[config.mk]
export PLATFORM = sky130hd
export DESIGN_NAME = lane_pattern_gen
export DESIGN_NICKNAME = d
export VERILOG_FILES = /design/src/rtl/lpg_pkg.sv /design/src/rtl/lpg_mode_ctrl.sv /design/src/rtl/lpg_prbs7.sv /design/src/rtl/lpg_toggle.sv /design/src/rtl/lane_pattern_gen.sv
export SDC_FILE = /design/constraint.sdc
export NUM_CORES = 1
export LEC_CHECK = 0
export ABC_AREA = 0
export BUFFER_PORTS_ARGS = -buffer_cell sky130_fd_sc_hd__buf_4
export CAP_MARGIN = 5
export CELL_PAD_IN_SITES_DETAIL_PLACEMENT = 1
export CELL_PAD_IN_SITES_GLOBAL_PLACEMENT = 2
export CORE_MARGIN = 8
export CORE_UTILIZATION = 39
export CTS_CLUSTER_SIZE = 20
export DETAILED_ROUTE_END_ITERATION = 8
export PLACE_DENSITY_LB_ADDON = 0.1
export SYNTH_ARGS = -nofsm -noshare
export SYNTH_HDL_FRONTEND = slang
export SYNTH_SLANG_ARGS = --single-unit
[constraint.sdc]
create_clock -name clk -period 6.9 [get_ports clk]
set_input_delay 0.69 -clock clk [delete_from_list [all_inputs] [get_ports clk]]
set_output_delay 0.69 -clock clk [all_outputs]
set_load 0.01 [all_outputs]
[src/rtl/lpg_pkg.sv]
// Package: shared mode encoding for the lane test pattern generator.
package lpg_pkg;
    typedef enum logic [1:0] {
        MODE_NORMAL = 2'd0,
        MODE_PRBS   = 2'd1,
        MODE_SLOW   = 2'd2,
        MODE_FAST   = 2'd3
    } lpg_mode_e;
endpackage

[src/rtl/lpg_mode_ctrl.sv]
// Module: lpg_mode_ctrl
// Decides which source is used this cycle. The decision is taken from the
// requested mode, the last accepted mode and the lock-out state.
// Assumes: mode_i is synchronous to clk; the choice is combinational so the
// top level can register the output with one cycle of latency.
module lpg_mode_ctrl
    import lpg_pkg::*;
(
    input  logic      clk,
    input  logic      rst_n,
    input  logic [1:0] mode_i,
    output lpg_mode_e sel_o,
    output logic      enter_o,
    output logic      locked_o,
    output logic      viol_o
);
    lpg_mode_e last_q;
    logic      lock_q;
    logic      viol_q;
    logic      bad_step;

    // Detect the forbidden direct step from fast to slow toggle.
    always_comb begin
        bad_step = (last_q == MODE_FAST) && (lpg_mode_e'(mode_i) == MODE_SLOW);
    end

    // Pick the effective source for this cycle.
    always_comb begin
        if (lock_q || bad_step) begin
            sel_o = MODE_NORMAL;
        end else begin
            sel_o = lpg_mode_e'(mode_i);
        end
        enter_o = (sel_o != last_q);
    end

    // Track the last accepted mode, the lock-out and the sticky flag.
    always_ff @(posedge clk) begin
        if (!rst_n) begin
            last_q <= MODE_NORMAL;
            lock_q <= 1'b0;
            viol_q <= 1'b0;
        end else begin
            last_q <= sel_o;
            if (bad_step && !lock_q) begin
                lock_q <= 1'b1;
                viol_q <= 1'b1;
            end else if (lock_q && mode_i == 2'd0) begin
                lock_q <= 1'b0;
            end
        end
    end

    assign locked_o = lock_q;
    assign viol_o   = viol_q;

    // a direct fast-to-slow request never selects the slow toggle
    p_no_direct_step_r6: assert property (@(posedge clk) disable iff (!rst_n)
        (last_q == MODE_FAST && mode_i == 2'd2) |-> (sel_o == MODE_NORMAL));

    // the violation flag is sticky
    p_viol_sticky_r8: assert property (@(posedge clk) disable iff (!rst_n)
        viol_q |=> viol_q);

    // a nonzero request keeps the lock in place
    p_lock_hold_r7: assert property (@(posedge clk) disable iff (!rst_n)
        (lock_q && mode_i != 2'd0) |=> lock_q);
endmodule

[src/rtl/lpg_prbs7.sv]
// Module: lpg_prbs7
// PRBS7 generator (x^7 + x^6 + 1) that produces SYM_W bits per clock.
// Output bit 0 is the earliest bit. The register is seeded to all ones at
// reset and advances on every clock.
module lpg_prbs7 #(
    parameter int SYM_W = 10
) (
    input  logic             clk,
    input  logic             rst_n,
    output logic [SYM_W-1:0] bits_o
);
    localparam logic [6:0] SEED = 7'h7F;

    logic [6:0] state_q;
    logic [6:0] state_d;

    // Unroll SYM_W serial steps of the shift register.
    always_comb begin
        logic [6:0] s;
        logic       nb;
        s = state_q;
        bits_o = '0;
        for (int i = 0; i < SYM_W; i++) begin
            nb = s[6] ^ s[5];
            bits_o[i] = nb;
            s = {s[5:0], nb};
        end
        state_d = s;
    end

    // Advance the generator one symbol per clock.
    always_ff @(posedge clk) begin
        if (!rst_n) state_q <= SEED;
        else        state_q <= state_d;
    end

    // the generator never locks up in the all-zero state
    p_prbs_nonzero_r3: assert property (@(posedge clk) disable iff (!rst_n)
        state_q != 7'd0);
endmodule

[src/rtl/lpg_toggle.sv]
// Module: lpg_toggle
// Square-wave source with HALF bits at each level, starting at FIRST.
// The phase restarts at bit 0 when restart_i is high and advances by
// SYM_W bit times on each clock while active_i is high.
module lpg_toggle #(
    parameter int   SYM_W = 10,
    parameter int   HALF  = 5,
    parameter logic FIRST = 1'b0
) (
    input  logic             clk,
    input  logic             rst_n,
    input  logic             active_i,
    input  logic             restart_i,
    output logic [SYM_W-1:0] bits_o
);
    localparam int PERIOD = 2 * HALF;
    localparam int PH_W   = (PERIOD > 2) ? $clog2(PERIOD) : 1;

    logic [PH_W-1:0] phase_q;
    logic [PH_W-1:0] phase_d;

    // Build the symbol from the current phase.
    always_comb begin
        int start;
        start = restart_i ? 0 : int'(phase_q);
        for (int i = 0; i < SYM_W; i++) begin
            bits_o[i] = (((start + i) % PERIOD) < HALF) ? FIRST : ~FIRST;
        end
        phase_d = PH_W'((start + SYM_W) % PERIOD);
    end

    // Keep the phase while this pattern is in use.
    always_ff @(posedge clk) begin
        if (!rst_n)        phase_q <= '0;
        else if (active_i) phase_q <= phase_d;
    end

    // the phase always stays inside one period
    p_phase_range_r4: assert property (@(posedge clk) disable iff (!rst_n)
        int'(phase_q) < PERIOD);
endmodule

[src/rtl/lane_pattern_gen.sv]
// Module: lane_pattern_gen
// Top level of the lane test pattern generator. It selects between the
// normal symbol stream, PRBS7, slow toggle and fast toggle, and registers
// the chosen symbol.
// Assumes: one symbol per clock, synchronous active-low reset.
module lane_pattern_gen
    import lpg_pkg::*;
#(
    parameter int SYM_W     = 10,
    parameter int SLOW_HALF = 5
) (
    input  logic             clk,
    input  logic             rst_n,
    input  logic [1:0]       mode_i,
    input  logic [SYM_W-1:0] data_i,
    output logic [SYM_W-1:0] symbol_o,
    output logic             seq_violation_o
);
    lpg_mode_e        sel;
    logic             enter;
    logic             locked;
    logic [SYM_W-1:0] prbs_bits;
    logic [SYM_W-1:0] slow_bits;
    logic [SYM_W-1:0] fast_bits;
    logic [SYM_W-1:0] symbol_d;

    lpg_mode_ctrl u_ctrl (
        .clk      (clk),
        .rst_n    (rst_n),
        .mode_i   (mode_i),
        .sel_o    (sel),
        .enter_o  (enter),
        .locked_o (locked),
        .viol_o   (seq_violation_o)
    );

    lpg_prbs7 #(.SYM_W(SYM_W)) u_prbs (
        .clk    (clk),
        .rst_n  (rst_n),
        .bits_o (prbs_bits)
    );

    lpg_toggle #(.SYM_W(SYM_W), .HALF(SLOW_HALF), .FIRST(1'b0)) u_slow (
        .clk       (clk),
        .rst_n     (rst_n),
        .active_i  (sel == MODE_SLOW),
        .restart_i (enter),
        .bits_o    (slow_bits)
    );

    lpg_toggle #(.SYM_W(SYM_W), .HALF(1), .FIRST(1'b1)) u_fast (
        .clk       (clk),
        .rst_n     (rst_n),
        .active_i  (sel == MODE_FAST),
        .restart_i (enter),
        .bits_o    (fast_bits)
    );

    // Choose the source for the next symbol.
    always_comb begin
        unique case (sel)
            MODE_PRBS: symbol_d = prbs_bits;
            MODE_SLOW: symbol_d = slow_bits;
            MODE_FAST: symbol_d = fast_bits;
            default:   symbol_d = data_i;
        endcase
    end

    // Register the output symbol.
    always_ff @(posedge clk) begin
        if (!rst_n) symbol_o <= '0;
        else        symbol_o <= symbol_d;
    end

    // while locked out, the output is the previous input data
    p_locked_pass_r7: assert property (@(posedge clk) disable iff (!rst_n)
        locked |=> symbol_o == $past(data_i));

    // a normal-mode request outside lock-out passes data through
    p_normal_pass_r2: assert property (@(posedge clk) disable iff (!rst_n)
        (mode_i == 2'd0) |=> symbol_o == $past(data_i));
endmodule

==> results.yml <==
clock_network:
  clk_latency_ns: 0.29
  cts_max_level: 1
  cts_resized: 0
  clock_tree.buffer_depth: 2
  root_buffer: "clkbuf_8"
  clk_pin_slew_ns: 0.12
  post-cts-setup-buffers: 0
  cts_sinks: 26
  hold_buffers: 0
  cts_tree: "built"
  cts_buffers: 3
layout:
  stdcell_count: 683
  fin_nets: 615
  area_growth_pct: 8.87
  layout-drive-gt1-share: 0.100
  final_util: 0.434
  final_area_mm2: 0.00422
  antennaDiodeCount: 0
synth:
  syn_area_mm2: 0.00388
  synth-edff-count: 0
  synthCells: 543
  postSynthRegisterBits: 26
  synthFlopType: "dfxtp_1"
  synth-async-reset-ratio: 0
  yosysSeqAreaShare: 0.134
  postSynthNetCount: 607
  synth.avg_cell_area_um2: 7.14
  ys_types: 73
  ys_warn_count: 0
critical_path:
  reg2reg_from: "u_ctrl.last_q[1]$_SDFF_PN0_"
  path_depth: 19
  path_max_fanout: 15
  end_kind: "flip-flop"
  critPathRequiredTime_ns: 7.08
  worst_setup_path_start_kind: "input port"
  startpoint: "mode_i[1]"
  crit_type: "input port to flip-flop"
  cp_top_family: "compound AO/OA/AOI/OAI gates"
  r2r_cells: 19
  rr_endpoint: "symbol_o[5]$_SDFF_PN0_"
  slowest_delay_ns: 0.49
  arrival_ns: 5.40
  crit_slowest_cell: "a2111oi_1"
  crit_buf_inv: 3
  crit_chain: "buf_4, nor2_2, o21a_1, or2_1, nand2_2, inv_2, ha_1, a21oi_1, xnor2_1, o21a_1, inv_1, ha_1, and2_1, nor2_1, a221o_1, a21oi_1, or3b_1, a2111oi_1, o21ai_1"
  regToRegSetupSlack_ns: 1.78
hold_path:
  holdPathEnd: "u_fast.phase_q$_SDFFE_PN0N_"
  min_from: "u_fast.phase_q$_SDFFE_PN0N_"
  hold_path_depth: 2
  worstHoldPathType: "flip-flop to flip-flop"
global_route:
  grt_pass1_wl_um: 21500
  use_met1: 0.248
  grt_use_met3: 0.0255
  grt_usage: 0.197
  grt_pass1_vias: 4241
  grt.busiest_layer: "met2"
  antenna_found_initial: 0
  grt_max_degree: 29
  gr-total-overflow: 0
  use_met2: 0.352
sta:
  maxSlewViolCount: 0
  setup_viol_count_final: 0
  clock.fmax_ghz: 0.192
  whs_ns: 0.474
  skew_ns: 0.0174
  post-route-min-period_ns: 5.21
  worst_slack_ns: 1.69
  setup-tns-final_ns: 0
  finalHoldViolCount: 0
  fin_crit_sh: 0.755
  maxSlewHeadroom: 0.492
  worst_pin_slew_ns: 0.763
  rsz0062_at_grt: "no"
floorplan:
  start_util: 0.399
  chipHeight_um: 116
  dieWidth_um: 116
  core_area_mm2: 0.00973
  die-area_mm2: 0.0134
  row_count: 36
  pin_count: 25
place:
  dp_cells: 679
  gp_congestion: 0.854
  io_buffers: 24
  placed_cell_area_mm2: 0.00415
  detailed_place_hpwl_um: 10100
  preCtsSetupSlack_ns: 1.41
power:
  power.density_mw_per_mm2: 141
  total_power_mw: 0.594
  ir_drop_uv: 84.1
  power_leakage_nw: 1.76
route:
  routed_wirelength_um: 13100
  drc: 0
  wire_per_inst_um: 19.2
  drtPass1Iterations: 4
  ant_nets: 0
  viasPerCell: 6.00
  initialDrtViolationCount: 268
  vias: 4099
status:
  status: "finished clean"
flow_run:
  maxCapViolCount: 0
-- cell usage after synthesis, types with 6 or more instances --
cell type  instances  share of area
and2_1             6         0.0097
clkbuf_1          19          0.018
inv_1             28          0.027
o21ai_0           37          0.048
xnor2_1           14          0.032
nand2_1           58          0.056
a22oi_1            6          0.012
mux2i_1            7          0.018
o22ai_1            8          0.013
nor3_1            14          0.018
nor2_1            46          0.045
nand3_1           12          0.015
nand2b_1           7          0.011
ha_1              50           0.16
a211oi_1           6          0.012
o221ai_1           7          0.016
a21oi_1           53          0.068
dfxtp_1           26           0.13
a31oi_1           10          0.016
o211ai_1          10          0.019
-- logic make-up (layout without fill, tap and decap cells) --
group,after synthesis,count (layout),share of synthesized area
fa+ha+maj,52,52,0.166
simple gates,177,177,0.215
xor+xnor,18,18,0.0503
mux,9,9,0.0239
flops,26,26,0.134
compound gates,196,196,0.341
buf+inv,65,72,0.0690
-- report_power, final --
| part | switching, mW | internal (mW) | total [mW] |
|---|---|---|---|
| sequential | 0.0310 | 0.184 | 0.215 |
| clock | 0.0590 | 0.0778 | 0.137 |
| combinational | 0.137 | 0.106 | 0.243 |
-- final cells by class --
cell class                      instances  area (µm²)
Clock inverter                          1        30.0
Tap cell                              133         166
Multi-Input combinational cell        452        3090
Clock buffer                            3        41.3
Fill cell                            1264        5510
Timing Repair Buffer                   31         233
Inverter                               37         141
Sequential cell                        26         520
-- cells in the final DEF (no fill, tap or decap), drive strengths merged, types with 4 or more instances in the layout --
cell	Yosys	final
a21oi	55	55
nor2	47	47
and2	6	6
nand2b	7	7
nand3	12	12
o21ai	40	40
a211oi	6	6
clkinv	4	4
a21o	4	4
o22ai	8	8
nor4	4	4
buf	9	31
nor3b	4	4
ha	50	50
inv	33	33
a22oi	6	6
nand4	4	4
o21a	4	4
dfxtp	26	26
nand2	59	59
mux2i	7	7
xnor2	16	16
and3	4	4
o211ai	10	10
a221o	4	4
a31oi	10	10
o221ai	7	7
nor3	14	14
-- registers in the layout, indices dropped and copies added (netlist names) --
register,cells
u_fast.phase_q,1
u_ctrl.locked_o,1
u_ctrl.last_q,2
symbol_o,10
u_ctrl.viol_o,1
u_prbs.state_q,7
u_slow.phase_q,4
-- worst max-delay path by stage --
stage                                   endpoint
final                     symbol_o[5]$_SDFF_PN0_
after global placement    symbol_o[5]$_SDFF_PN0_
after CTS                 symbol_o[5]$_SDFF_PN0_
after global routing      symbol_o[5]$_SDFF_PN0_
after detailed placement  symbol_o[5]$_SDFF_PN0_
after floorplan           symbol_o[5]$_SDFF_PN0_
-- worst register-to-register path: stages, from the launching register on --
cell	delay, ns
dfxtp_1	0.50
nand4bb_1	0.15
o22ai_1	0.18
buf_4	0.22
or2_1	0.28
nand2_2	0.28
inv_2	0.32
ha_1	0.31
a21oi_1	0.13
xnor2_1	0.18
o21a_1	0.28
inv_1	0.13
ha_1	0.26
and2_1	0.17
nor2_1	0.32
a221o_1	0.30
a21oi_1	0.08
or3b_1	0.38
a2111oi_1	0.49
o21ai_1	0.09
-- layer usage --
metal,vias up,wire (µm)
met3,14,517
li1,2021,-
met5,-,0
met4,0,211
met1,1980,6100
met2,84,6320
(Power assumes the default switching activity.)
